[config.mk]
export PLATFORM = sky130hd
export DESIGN_NAME = mdio_mgmt_master
export DESIGN_NICKNAME = d
export VERILOG_FILES = /design/src/rtl/mdio_mgmt_pkg.sv /design/src/rtl/mdio_clkgen.sv /design/src/rtl/mdio_shifter.sv /design/src/rtl/mdio_regs.sv /design/src/rtl/mdio_mgmt_master.sv
export SDC_FILE = /design/constraint.sdc
export NUM_CORES = 1
export LEC_CHECK = 0
export BUFFER_PORTS_ARGS = -buffer_cell sky130_fd_sc_hd__buf_4
export CORE_MARGIN = 2
export CORE_UTILIZATION = 60
export DETAILED_ROUTE_END_ITERATION = 6
export PLACE_DENSITY = 0.93
export SYNTH_ARGS = -nofsm -noshare
export SYNTH_HDL_FRONTEND = slang
export SYNTH_SLANG_ARGS = --single-unit
[constraint.sdc]
create_clock -name clk -period 4.4 [get_ports clk]
set_input_delay 0.44 -clock clk [delete_from_list [all_inputs] [get_ports clk]]
set_output_delay 0.44 -clock clk [all_outputs]
set_load 0.03 [all_outputs]
[src/rtl/mdio_mgmt_pkg.sv]
package mdio_mgmt_pkg;
    localparam int FRAME_BITS   = 32;
    localparam int FRM_START    = 30;
    localparam int FRM_RD       = 29;
    localparam int FRM_RELEASE  = 17;
    localparam int FRM_DATA_TOP = 15;
    localparam int CTL_PRE      = 7;
    localparam int CTL_DONE     = 8;
    localparam int CTL_BUSY     = 9;

    typedef enum logic [1:0] {
        PH_IDLE  = 2'd0,
        PH_PRE   = 2'd1,
        PH_FRAME = 2'd2
    } phase_e;
endpackage

[src/rtl/mdio_clkgen.sv]
module mdio_clkgen #(
    parameter int DIV_W = 4
) (
    input  logic             clk,
    input  logic             rst_n,
    input  logic             run,
    input  logic [DIV_W-1:0] div,
    output logic             mdc,
    output logic             rise_evt,
    output logic             fall_evt
);
    typedef struct packed {
        logic [DIV_W-1:0] cnt;
        logic             mdc;
    } clk_st_t;

    clk_st_t st_d, st_q;
    logic    wrap;

    assign wrap = run && (st_q.cnt == div);

    always_comb begin
        st_d = st_q;
        if (!run) begin
            st_d.cnt = '0;
            st_d.mdc = 1'b0;
        end else if (wrap) begin
            st_d.cnt = '0;
            st_d.mdc = !st_q.mdc;
        end else begin
            st_d.cnt = st_q.cnt + 1'b1;
        end
    end

    always_ff @(posedge clk or negedge rst_n) begin
        if (!rst_n) st_q <= '0;
        else        st_q <= st_d;
    end

    assign mdc      = st_q.mdc;
    assign rise_evt = wrap && !st_q.mdc;
    assign fall_evt = wrap && st_q.mdc;

    AST_MDC_IDLE_LOW: assert property (@(posedge clk) disable iff (!rst_n)
        !run |-> !mdc);
endmodule

[src/rtl/mdio_shifter.sv]
module mdio_shifter
    import mdio_mgmt_pkg::*;
#(
    parameter int DIV_W   = 4,
    parameter int PRE_LEN = 32
) (
    input  logic             clk,
    input  logic             rst_n,
    input  logic             launch,
    input  logic [31:0]      launch_word,
    input  logic             launch_pre,
    input  logic [DIV_W-1:0] launch_div,
    input  logic             rise_evt,
    input  logic             fall_evt,
    input  logic             mdio_in,
    output logic             run,
    output logic [DIV_W-1:0] div_eff,
    output logic             finish,
    output logic [15:0]      capture,
    output logic             mdio_out,
    output logic             mdio_oe
);
    localparam int PRE_W = $clog2(PRE_LEN);
    localparam int CNT_W = (PRE_W > 5) ? PRE_W : 5;

    typedef struct packed {
        phase_e           ph;
        logic [CNT_W-1:0] cnt;
        logic [31:0]      word;
        logic             is_rd;
        logic [DIV_W-1:0] div;
        logic [15:0]      shreg;
    } sh_st_t;

    sh_st_t st_d, st_q;
    logic   last_bit;

    assign last_bit = (st_q.cnt == '0);

    always_comb begin
        st_d = st_q;
        if (launch) begin
            st_d.ph    = launch_pre ? PH_PRE : PH_FRAME;
            st_d.cnt   = launch_pre ? CNT_W'(PRE_LEN - 1) : CNT_W'(FRAME_BITS - 1);
            st_d.word  = launch_word;
            st_d.is_rd = launch_word[FRM_RD];
            st_d.div   = launch_div;
            st_d.shreg = '0;
        end else begin
            if (st_q.ph == PH_FRAME && st_q.is_rd && rise_evt &&
                st_q.cnt <= CNT_W'(FRM_DATA_TOP)) begin
                st_d.shreg = {st_q.shreg[14:0], mdio_in};
            end
            if (fall_evt) begin
                if (last_bit) begin
                    if (st_q.ph == PH_PRE) begin
                        st_d.ph  = PH_FRAME;
                        st_d.cnt = CNT_W'(FRAME_BITS - 1);
                    end else begin
                        st_d.ph = PH_IDLE;
                    end
                end else begin
                    st_d.cnt = st_q.cnt - 1'b1;
                end
            end
        end
    end

    always_ff @(posedge clk or negedge rst_n) begin
        if (!rst_n) st_q <= '0;
        else        st_q <= st_d;
    end

    always_comb begin
        mdio_out = 1'b1;
        mdio_oe  = 1'b0;
        case (st_q.ph)
            PH_PRE: begin
                mdio_out = 1'b1;
                mdio_oe  = 1'b1;
            end
            PH_FRAME: begin
                mdio_out = st_q.word[st_q.cnt[4:0]];
                mdio_oe  = !(st_q.is_rd && st_q.cnt <= CNT_W'(FRM_RELEASE));
            end
            default: begin
                mdio_out = 1'b1;
                mdio_oe  = 1'b0;
            end
        endcase
    end

    assign run     = (st_q.ph != PH_IDLE);
    assign div_eff = st_q.div;
    assign finish  = (st_q.ph == PH_FRAME) && fall_evt && last_bit;
    assign capture = st_q.shreg;

    AST_LAUNCH_ONLY_IDLE: assert property (@(posedge clk) disable iff (!rst_n)
        launch |-> (st_q.ph == PH_IDLE));
endmodule

[src/rtl/mdio_regs.sv]
module mdio_regs
    import mdio_mgmt_pkg::*;
#(
    parameter int DIV_W = 4
) (
    input  logic             clk,
    input  logic             rst_n,
    input  logic             wr,
    input  logic             sel,
    input  logic [31:0]      wdata,
    input  logic             busy,
    input  logic             finish,
    input  logic [15:0]      capture,
    output logic             launch,
    output logic             pre_en,
    output logic [DIV_W-1:0] div,
    output logic             done,
    output logic [31:0]      frame
);
    typedef struct packed {
        logic             pre;
        logic [DIV_W-1:0] div;
        logic             done;
        logic [31:0]      frame;
    } reg_st_t;

    reg_st_t st_d, st_q;

    always_comb begin
        st_d   = st_q;
        launch = 1'b0;
        if (finish) begin
            st_d.done = 1'b1;
            if (st_q.frame[FRM_RD]) st_d.frame[15:0] = capture;
        end
        if (wr && !sel) begin
            st_d.pre  = wdata[CTL_PRE];
            st_d.div  = wdata[DIV_W-1:0];
            st_d.done = 1'b0;
        end
        if (wr && sel && !busy) begin
            st_d.frame = wdata;
            if (wdata[FRM_START]) begin
                launch    = 1'b1;
                st_d.done = 1'b0;
            end
        end
    end

    always_ff @(posedge clk or negedge rst_n) begin
        if (!rst_n) st_q <= '0;
        else        st_q <= st_d;
    end

    assign pre_en = st_q.pre;
    assign div    = st_q.div;
    assign done   = st_q.done;
    assign frame  = st_q.frame;

    AST_BUSY_WR_IGNORED: assert property (@(posedge clk) disable iff (!rst_n)
        (wr && sel && busy && !finish) |=> $stable(st_q.frame));
    AST_CTRL_WR_CLR_DONE: assert property (@(posedge clk) disable iff (!rst_n)
        (wr && !sel) |=> !st_q.done);
endmodule

[src/rtl/mdio_mgmt_master.sv]
module mdio_mgmt_master
    import mdio_mgmt_pkg::*;
#(
    parameter int DIV_W   = 4,
    parameter int PRE_LEN = 32
) (
    input  logic        clk,
    input  logic        rst_n,
    input  logic        reg_wr,
    input  logic        reg_sel,
    input  logic [31:0] reg_wdata,
    input  logic        rd_sel,
    output logic [31:0] rd_data,
    output logic        mdc,
    output logic        mdio_out,
    output logic        mdio_oe,
    input  logic        mdio_in
);
    logic             launch, pre_en, done, busy, finish;
    logic             rise_evt, fall_evt;
    logic [DIV_W-1:0] div_reg, div_eff;
    logic [31:0]      frame;
    logic [15:0]      capture;
    logic [31:0]      ctrl_view;

    mdio_regs #(.DIV_W(DIV_W)) u_regs (
        .clk     (clk),
        .rst_n   (rst_n),
        .wr      (reg_wr),
        .sel     (reg_sel),
        .wdata   (reg_wdata),
        .busy    (busy),
        .finish  (finish),
        .capture (capture),
        .launch  (launch),
        .pre_en  (pre_en),
        .div     (div_reg),
        .done    (done),
        .frame   (frame)
    );

    mdio_shifter #(.DIV_W(DIV_W), .PRE_LEN(PRE_LEN)) u_shift (
        .clk         (clk),
        .rst_n       (rst_n),
        .launch      (launch),
        .launch_word (reg_wdata),
        .launch_pre  (pre_en),
        .launch_div  (div_reg),
        .rise_evt    (rise_evt),
        .fall_evt    (fall_evt),
        .mdio_in     (mdio_in),
        .run         (busy),
        .div_eff     (div_eff),
        .finish      (finish),
        .capture     (capture),
        .mdio_out    (mdio_out),
        .mdio_oe     (mdio_oe)
    );

    mdio_clkgen #(.DIV_W(DIV_W)) u_clk (
        .clk      (clk),
        .rst_n    (rst_n),
        .run      (busy),
        .div      (div_eff),
        .mdc      (mdc),
        .rise_evt (rise_evt),
        .fall_evt (fall_evt)
    );

    always_comb begin
        ctrl_view              = '0;
        ctrl_view[DIV_W-1:0]   = div_reg;
        ctrl_view[CTL_PRE]     = pre_en;
        ctrl_view[CTL_DONE]    = done;
        ctrl_view[CTL_BUSY]    = busy;
    end

    assign rd_data = rd_sel ? frame : ctrl_view;

    AST_DRIVE_ON_LOW: assert property (@(posedge clk) disable iff (!rst_n)
        (mdio_oe && $past(mdio_oe) && (mdio_out != $past(mdio_out))) |-> !mdc);
    AST_BUSY_DONE_EXCL: assert property (@(posedge clk) disable iff (!rst_n)
        $onehot0({busy, done}));
    AST_RESET_QUIET: assert property (@(posedge clk) disable iff (!rst_n)
        (!busy) |-> (!mdio_oe && !mdc));
endmodule

; ---- Word-level counts from Yosys, hierarchy flattened
; Cells that the tools add are included.
[word_totals]
register_bits = 103
out_inout_bits = 35
wordCells = 74
[op_classes]
addsub = 2
magnitude_cmp = 3
eq_ne = 5
mux = 25
reduce_logical = 26
[ops]
columns = cell, count
row1 = $mux W16, 4
row2 = $mux W33, 1
row3 = $mux W32, 1
row4 = $mux W5, 3
row5 = $mux W7, 2
row6 = $logic_and A1 B1 Y1, 12
row7 = $reduce_bool A2 Y1, 6
row8 = $mux W1, 8
row9 = $lt A5 B6 Y1 const B, 1
row10 = $mux W2, 3
row11 = $reduce_and A2 Y1, 3
row12 = $bmux W1 S5, 1
row13 = $le A5 B4 Y1 const B, 1
row14 = $le A5 B5 Y1 const B, 1
row15 = $logic_not A5 Y1, 1
row16 = $sub A5 B1 Y5 const B, 1
row17 = $add A4 B1 Y4 const B, 1
row18 = $eq A4 B4 Y1, 1
row19 = $logic_not A1 Y1, 4
row20 = $mux W4, 1
row21 = $ne A3 B3 Y1 const B, 1
row22 = $eq A2 B1 Y1 const B, 1
row23 = $eq A2 B2 Y1 const B, 1
row24 = $ne A2 B2 Y1 const B, 1
row25 = $pmux W1 S2, 1

; ---- Depth between registers and ports, before layout
; Gate-level depths: netlist of run 1.
[depth]
word_depth = 9
mapped_depth = 10

; ---- Cells and area by module
; A second synthesis of run 1 with hierarchy kept.
[hier_totals]
hier_cells = 428
hier_area_um2 = 5116.2
[by_module_without_submodules]
columns = module, instances, cells_per_inst, area_each_um2, seq_area_each_um2
row1 = mdio_shifter, 1, 247, 3001.6, 1476.4
row2 = mdio_regs, 1, 121, 1560.2, 950.9
row3 = mdio_mgmt_master, 1, 35, 281.5, 0.0
row4 = mdio_clkgen, 1, 25, 272.8, 125.1

; ---- Worst setup path after synthesis of run 1
; OpenSTA, ideal clock, no wires.
[synth_path]
kind = register -> output
from = reg u_shift.st_q[58] (netlist name)
to = out rd_data[9]
arrival_time_ns = 1.787
required_ns = 3.960
slack_ns = 2.173
path_stages_with_launch = 6
path_buffers = 2
path_cell_list = dfrtp_1 inv_1 ha_1 clkbuf_1 clkbuf_1 o21ai_0
[synth_via]
elab_chain_cells = 2
[synth_lines]
columns = item, line_no
row1 = start: declaration, mdio_shifter.sv:35  ; sh_st_t st_d, st_q;
row2 = start signal: assignment, mdio_shifter.sv:71  ; else st_q <= st_d;
row3 = $reduce_bool A2 Y1, mdio_shifter.sv:93  ; assign run = (st_q.ph != PH_IDLE);
row4 = $mux W32, mdio_mgmt_master.sv:78  ; assign rd_data = rd_sel ? frame : ctrl_view;
row5 = end: declaration, mdio_mgmt_master.sv:13  ; output logic [31:0] rd_data,
; No other way between the ends.

; ---- Worst setup path after layout of run 1
[layout_path]
from = reg u_shift.st_q[54] (netlist name)
to = out mdio_oe
[layout_via]
elab_chain_cells = 4
[layout_lines]
columns = item, line_no
row1 = $le A5 B5 Y1, mdio_shifter.sv:84  ; mdio_oe = !(st_q.is_rd && st_q.cnt <= CNT_W'(FRM_RELEASE));
row2 = $logic_and A1 B1 Y1, mdio_shifter.sv:84
row3 = $logic_not A1 Y1, mdio_shifter.sv:84
row4 = $pmux W1 S2, mdio_shifter.sv:77  ; case (st_q.ph)
row5 = end: declaration, mdio_mgmt_master.sv:16  ; output logic mdio_oe,
; No other way between the ends.

==> results of run 1 <==
[per-layer routing]
metal,vias to the layer above,track usage [%]
li1,1909,-
met5,-,0
met3,24,5.01
met1,2041,38.2
met2,169,48.7
met4,0,11.4
[worst reg2reg max path, delay by kind of cell (launching register included)]
family	cells	cell delay [ps]
simple gates	3	1290
buf+inv	3	670
flops	1	410
mux	1	260
fa+ha+maj	1	150
[layout by cell type, fill, tap and decap left out, types with 2 or more instances in the layout]
master	instances
sky130_fd_sc_hd__nand3_1	7
sky130_fd_sc_hd__and3_1	4
sky130_fd_sc_hd__o21ai_0	3
sky130_fd_sc_hd__buf_4	76
sky130_fd_sc_hd__o31ai_1	16
sky130_fd_sc_hd__o21a_1	2
sky130_fd_sc_hd__nand4_1	18
sky130_fd_sc_hd__inv_1	14
sky130_fd_sc_hd__o32a_1	3
sky130_fd_sc_hd__a31oi_1	16
sky130_fd_sc_hd__and4_1	2
sky130_fd_sc_hd__xnor2_1	6
sky130_fd_sc_hd__nand2_1	166
sky130_fd_sc_hd__ha_1	8
sky130_fd_sc_hd__o21ai_1	2
sky130_fd_sc_hd__clkinvlp_4	2
sky130_fd_sc_hd__nand4_2	2
sky130_fd_sc_hd__mux2i_1	16
sky130_fd_sc_hd__dfrtp_1	102
sky130_fd_sc_hd__nand2b_1	3
sky130_fd_sc_hd__and2_1	26
sky130_fd_sc_hd__a32oi_1	2
sky130_fd_sc_hd__o22ai_1	2
sky130_fd_sc_hd__nor2_1	35
sky130_fd_sc_hd__mux4_2	6
sky130_fd_sc_hd__clkbuf_8	11
sky130_fd_sc_hd__nor3_1	4
sky130_fd_sc_hd__mux2_2	19
[power by group through the flow]
| stage | Sequential [W] | Clock (W) | Combinational (W) |
|---|---|---|---|
| after detailed placement | 0.00166 | 0 | 0.00154 |
| after floorplan | 0.00152 | 0 | 0.00119 |
| after global placement | 0.00163 | 0 | 0.00147 |
| after global routing | 0.00170 | 0.000593 | 0.00171 |
| final | 0.00166 | 0.000549 | 0.00156 |
| after CTS | 0.00165 | 0.000552 | 0.00155 |
[worst max path at each step]
stage | depth (start not counted) | slack, ps | end | startpoint
after CTS | 7 | 1320 | mdio_oe | u_shift.st_q[54]
after floorplan | 5 | 2170 | rd_data[9] | u_shift.st_q[58]
final | 7 | 1300 | mdio_oe | u_shift.st_q[54]
after global routing | 7 | 1150 | mdio_oe | u_shift.st_q[54]
after global placement | 4 | 1710 | u_shift.capture[8] | u_clk.st_q[3]
after detailed placement | 8 | 1610 | u_shift.st_q[59] | u_shift.st_q[58]
[layout make-up]
type	instances	share of cell area (%)
clock buffers	12	2.67
clock inverters	3	0.345
inverters	14	0.906
multi-input cells	384	39.6
flip-flops and latches	102	44.0
well taps	105	2.26
repair buffers	77	10.2
[cell usage after synthesis (2+ instances only)]
cell type                  number
sky130_fd_sc_hd__o21ai_0        3
sky130_fd_sc_hd__mux2_2        19
sky130_fd_sc_hd__and3_1         4
sky130_fd_sc_hd__nor3_1         4
sky130_fd_sc_hd__and4_1         2
sky130_fd_sc_hd__buf_1          3
sky130_fd_sc_hd__a31oi_1       16
sky130_fd_sc_hd__nand2b_1       3
sky130_fd_sc_hd__and2_1        26
sky130_fd_sc_hd__buf_2         13
sky130_fd_sc_hd__a32oi_1        2
sky130_fd_sc_hd__o21ai_1        2
sky130_fd_sc_hd__nand3_1        7
sky130_fd_sc_hd__buf_6          2
sky130_fd_sc_hd__o22ai_1        2
sky130_fd_sc_hd__mux4_2         6
sky130_fd_sc_hd__xnor2_1        6
sky130_fd_sc_hd__nand4_2        2
sky130_fd_sc_hd__nor2_1        35
sky130_fd_sc_hd__buf_4          2
sky130_fd_sc_hd__ha_1           8
sky130_fd_sc_hd__nand2_1      166
sky130_fd_sc_hd__dfrtp_1      102
sky130_fd_sc_hd__nand4_1       18
sky130_fd_sc_hd__o21a_1         2
sky130_fd_sc_hd__o31ai_1       16
sky130_fd_sc_hd__clkbuf_1      19
sky130_fd_sc_hd__mux2i_1       16
sky130_fd_sc_hd__o32a_1         3
sky130_fd_sc_hd__inv_1         14
[cell families (layout without fill, tap and decap cells)]
| group | after synthesis | in the layout | share of synthesized area (%) |
|---|---|---|---|
| compound gates | 53 | 53 | 7.30 |
| buf+inv | 53 | 106 | 4.67 |
| mux | 41 | 41 | 10.0 |
| xor+xnor | 7 | 7 | 1.20 |
| simple gates | 275 | 275 | 24.7 |
| flops | 102 | 102 | 50.1 |
| fa+ha+maj | 8 | 8 | 1.97 |
[through the flow]
step / setup slack [ps] / std cells / hold slack (ps)
after CTS: 1320 / 697 / 196
final: 1300 / 697 / 150
after floorplan: 2170 / 539 / 144
after detailed placement: 1610 / 682 / 461
after global routing: 1150 / 697 / 222
after global placement: 1710 / 682 / 447
==> impl_metrics.py, run 1 <==
metrics = {
    "outcome": {
        "result_of_the_run": "finished clean",
    },
    "clock_network": {
        "post_cts_buffers": 0,
        "clkTransAtPathRegs_ps": 100,
        "clock-root-buffer": "sky130_fd_sc_hd__clkbuf_8",
        "cts_num_sinks": 102,
        "cts_resized": 0,
        "cts_hold_repair.buffers": 0,
        "insertion_delay_ps": 370,
        "ctsHtreeMaxLevel": 3,
        "clockBufferDepth": 2,
        "cts-buffers-inserted": 9,
        "tritoncts": "built",
    },
    "layout": {
        "num-nets-final": 634,
        "finish.instance_area_um2": 5800,
        "sequential_cell_area_um2": 2550,
        "largest_register_ff_count": 39,
        "area.growth.synth_to_final_pct": 14.0,
        "area_of_combinational_cells_with_multiple_inputs_um2": 2300,
        "final_layout_size_suffix_gt1_share_pct": 20.4,
        "util_after_layout_pct": 70.6,
        "final.fill_count": 594,
        "antennaDiodeCount": 0,
        "largest-register": "u_shift.st_q",
    },
    "pwr": {
        "net-switching-power_w": 0.00156,
        "p_comb_share_pct": 41.4,
        "pwr-share-clk_pct": 14.6,
        "cell_internal_pwr_w": 0.00220,
        "power.switching_fraction_pct": 41.4,
        "seqPwrFrac_pct": 44.0,
        "power_leakage_nw": 2.79,
        "finalPower_w": 0.00376,
        "irDropWorstVdd_v": 0.000295,
        "pwr_density_cell_nw_per_um2": 649,
    },
    "yosys": {
        "asyncSetResetFlopFracSynth_pct": 100,
        "synth-edff-count": 0,
        "synth.top_cell.area_share_pct": 50.1,
        "synth-seq-area-share_pct": 50.1,
        "ys_types": 46,
        "postSynthRegisterBits": 102,
        "syn_avg_cell_area_um2": 9.44,
        "synth-main-ff-cell": "sky130_fd_sc_hd__dfrtp_1",
        "synth_fp_nets": 585,
        "yosysWarningCount": 0,
        "netlist.top_cell.by_area": "sky130_fd_sc_hd__dfrtp_1",
        "synth_top_cells_by_area": "sky130_fd_sc_hd__dfrtp_1, sky130_fd_sc_hd__nand2_1, sky130_fd_sc_hd__mux2_2",
        "synthesis.instances": 539,
        "syn_area_um2": 5090,
    },
    "route": {
        "routed.top_layer": "met4",
        "drt_wl_total_mm": 12.5,
        "avgRoutedWirePerCell_um": 17.9,
        "mean_number_of_vias_per_cell": 5.94,
        "postRouteAntennaNets": 0,
        "detail_route.iter0.violations": 373,
        "wirelength_met1_mm": 5.04,
        "drt-pass1-iter-count": 7,
        "remaining_drc_errors": 0,
        "met2WireLength_mm": 6.38,
        "routed-wl-met3_um": 769,
        "via_count": 4143,
    },
    "die": {
        "number_of_placed_i_o_pins": 73,
        "core_area_um2": 8220,
        "std_cell_rows": 33,
        "fp.dieArea_um2": 9240,
        "chipHeight_um": 96.1,
        "die-width_um": 96.1,
        "floorplan.initialDensity_pct": 61.9,
    },
    "critical_path": {
        "path_class": "reg2out",
        "r2r_start": "u_shift.st_q[59]",
        "reg2reg_slack_ps": 1520,
        "worstSetupEndpointType": "primary output",
        "setup.worst_path.start_class": "register",
        "worstPathArrival_ps": 2660,
        "crit_path_max_incr_delay_ps": 920,
        "cell_occurring_most_often_along_the_worst_timing_path": "sky130_fd_sc_hd__o21a_1",
        "timing.rr.end": "u_shift.capture[4]",
        "critical_path.n_buffers_inverters": 2,
        "critical-path-top-delay-family": "flip-flops",
        "cp_cell_sequence": "inv_1, ha_1, o21bai_1, a21boi_0, o21a_1, o21a_1, buf_4",
        "worstRegToRegCells": 8,
        "slowest_stage": "sky130_fd_sc_hd__dfrtp_1",
        "worst-path-max-fanout": 18,
        "cp_data_required_time_ps": 3960,
    },
    "global_route": {
        "grt_antenna_before_repair": 0,
        "grt_pass1_vias": 4270,
        "grt_start_max_net_pins": 66,
        "grt_first_pass_wirelength_mm": 20.5,
        "gr-total-overflow": 0,
        "grtUsageTotal_pct": 29.2,
    },
    "timing": {
        "timing_worst_slew_pin_value_ps": 887,
        "report.final.hold_viol_count": 0,
        "clock-skew-final_ps": 10.3,
        "slew_headroom_pct": 40.7,
        "setup_viol": 0,
        "grt_setup_unrepaired": "no",
        "drv_slew": 0,
        "max_freq_mhz": 322,
        "post-route-period-util_pct": 70.5,
        "fin_crit_ps": 3100,
        "final.setup.tns_ps": 0,
    },
    "placed_design": {
        "placed_area_um2": 5630,
        "finalWeightedCongestion": 0.900,
        "port_buffers": 72,
        "dp_hpwl_mm": 8.46,
    },
    "run": {
        "max_cap_viol_count": 0,
    },
    "hold_path": {
        "min-delay-path-class": "in2async",
    },
}
Power figures use the tool's default switching activity.
==> run 2, diff against run 1 <==
--- a/config.mk
+++ b/config.mk
@@ -7,9 +7,9 @@
 export LEC_CHECK = 0
 export BUFFER_PORTS_ARGS = -buffer_cell sky130_fd_sc_hd__buf_4
 export CORE_MARGIN = 2
-export CORE_UTILIZATION = 60
+export CORE_UTILIZATION = 52
 export DETAILED_ROUTE_END_ITERATION = 6
-export PLACE_DENSITY = 0.93
+export PLACE_DENSITY = 0.86
 export SYNTH_ARGS = -nofsm -noshare
 export SYNTH_HDL_FRONTEND = slang
 export SYNTH_SLANG_ARGS = --single-unit
==> constraint.sdc (replaced) <==
create_clock -name clk -period 2.7 [get_ports clk]
set_input_delay 0.27 -clock clk [delete_from_list [all_inputs] [get_ports clk]]
set_output_delay 0.27 -clock clk [all_outputs]
set_load 0.03 [all_outputs]
==> run 2 against run 1 <==
  * The run now ends with hold timing left
  * Critical path depth decreased by 1
  * Largest power group unchanged
  * Die area increased by 15%
  * Worst setup slack got worse by 1000 ps
  * Total power increased by 65%
  * Cell count increased by 5.3%
  * Non-clock buffer count increased by 8
  * Sequential power increased by 61%
==> impl_metrics.py, run 2 (synthesized netlist as in run 1, its figures left out) <==
metrics = {
    "outcome": {
        "result_of_the_run": "complete, but fails checks",
        "failed_checks": "hold timing",
    },
    "layout": {
        "layoutNonFillerInstCount": 734,
        "util_after_layout_pct": 61.5,
        "final_common_cell": "sky130_fd_sc_hd__nand2_1",
        "area.growth.synth_to_final_pct": 16.5,
        "largest-register": "u_shift.st_q",
        "num-nets-final": 642,
        "largest_register_ff_count": 39,
        "most-common-layout-cells": "sky130_fd_sc_hd__nand2_1, sky130_fd_sc_hd__dfrtp_1, sky130_fd_sc_hd__buf_4",
        "antennaDiodeCount": 0,
        "finish.instance_area_um2": 5930,
        "final_layout_size_suffix_gt1_share_pct": 22.0,
    },
    "clock_network": {
        "cts_num_sinks": 102,
        "clock-root-buffer": "sky130_fd_sc_hd__clkbuf_8",
        "clkTransAtPathRegs_ps": 100,
        "cts-buffers-inserted": 9,
        "clockBufferDepth": 2,
        "ctsHtreeMaxLevel": 3,
        "insertion_delay_ps": 370,
        "tritoncts": "built",
    },
    "route": {
        "remaining_drc_errors": 0,
        "drt_wl_total_mm": 12.0,
        "drt-pass1-iter-count": 5,
        "detail_route.iter0.violations": 211,
        "postRouteAntennaNets": 0,
        "via_count": 4073,
        "avgRoutedWirePerCell_um": 16.3,
        "mean_number_of_vias_per_cell": 5.55,
    },
    "timing": {
        "post-route-period-util_pct": 90.6,
        "clock-skew-final_ps": 9.80,
        "max_freq_mhz": 409,
        "slew_headroom_pct": 43.9,
        "grt_setup_unrepaired": "no",
        "report.final.hold_viol_count": 10,
        "fin_crit_ps": 2450,
        "drv_slew": 0,
        "setup_viol": 0,
        "final.hold.worst_slack_ps": -12.4,
        "final.setup.tns_ps": 0,
        "timing_worst_slew_pin_value_ps": 842,
    },
    "die": {
        "std_cell_rows": 36,
        "chipHeight_um": 103,
        "number_of_placed_i_o_pins": 73,
        "floorplan.initialDensity_pct": 52.8,
        "die-width_um": 103,
        "fp.dieArea_um2": 10600,
        "core_area_um2": 9640,
    },
    "critical_path": {
        "crit_path_max_incr_delay_ps": 530,
        "cp_cell_sequence": "buf_4, mux2i_1, mux4_2, a22oi_1, and3_1, buf_4",
        "worst-path-max-fanout": 11,
        "slowest_stage": "sky130_fd_sc_hd__dfrtp_2",
        "cell_occurring_most_often_along_the_worst_timing_path": "sky130_fd_sc_hd__buf_4",
        "worstPathArrival_ps": 2180,
        "path_class": "reg2out",
        "critical_path.n_buffers_inverters": 2,
        "reg2reg_slack_ps": 330,
        "critical-path-top-delay-family": "multiplexers",
        "cp_data_required_time_ps": 2430,
        "worstSetupEndpointType": "primary output",
        "setup.worst_path.start_class": "register",
    },
    "pwr": {
        "pwr-share-clk_pct": 14.8,
        "seqPwrFrac_pct": 43.2,
        "pwr_density_cell_nw_per_um2": 1040,
        "power_leakage_nw": 2.83,
        "irDropWorstVdd_v": 0.000541,
        "p_comb_share_pct": 42.0,
        "net-switching-power_w": 0.00256,
        "cell_internal_pwr_w": 0.00364,
        "power.switching_fraction_pct": 41.3,
    },
    "global_route": {
        "grt_pass1_vias": 4015,
        "grt_antenna_before_repair": 0,
        "grtUsageTotal_pct": 23.9,
        "grt_first_pass_wirelength_mm": 19.5,
        "grt_start_max_net_pins": 67,
        "gr-total-overflow": 0,
    },
    "placed_design": {
        "finalWeightedCongestion": 0.845,
        "placedCellCount": 718,
        "placed_area_um2": 5730,
        "dp_hpwl_mm": 8.32,
        "port_buffers": 72,
    },
    "run": {
        "max_cap_viol_count": 0,
    },
    "hold_path": {
        "min-delay-path-class": "in2async",
    },
}
-- run 2: final timing paths --
check | startpoint | to | cells after the start
max in group asynchronous | rst_n | u_shift.st_q[54] | 2
max | u_shift.st_q[54] | mdio_out | 6
min reg2reg | u_regs.frame[17] | u_regs.frame[17] | 2
min | rst_n | u_regs.frame[23] | 1
max reg2reg | u_shift.st_q[54] | u_regs.frame[3] | 6
min in group clk | reg_wdata[23] | u_regs.frame[23] | 3
-- run 2: routing by layer --
metal / vias to the layer above / GRT usage (%) / routed length (um)
met3: 23 / 4.75 / 745
met5: - / 0 / 0
li1: 1930 / - / -
met1: 1961 / 32.2 / 5040
met4: 0 / 9.31 / 297
met2: 159 / 38.3 / 5910
-- run 2: area by class of cell --
class	instances	area (um2)
tap	133	166
clock buffer	11	141
fill	790	3710
inverter	14	52.6
clock inverter	5	42.5
multi-input combinational	384	2310
timing repair buffer	85	663
sequential	102	2550
-- run 2: power by group through the flow --
stage               clock (W)  combinational [W]  sequential, W
floorplan                   0            0.00194        0.00247
global placement            0            0.00248        0.00265
detailed placement          0            0.00259        0.00268
CTS                  0.000926            0.00260        0.00266
global route         0.000983            0.00287        0.00274
finish               0.000917            0.00260        0.00267
-- run 2: timing repair --
action	4_1_cts	5_1_grt
gates resized for setup	0	3
buffers inserted	0	0
hold buffers	0	0
setup endpoints to repair	0	14
-- run 2: per-stage QoR --
step | power, W | setup WS, ps
after global routing | 0.00659 | 131
after CTS | 0.00618 | 76.7
final | 0.00619 | 254
after detailed placement | 0.00526 | 160
after global placement | 0.00513 | 413
after floorplan | 0.00442 | 559
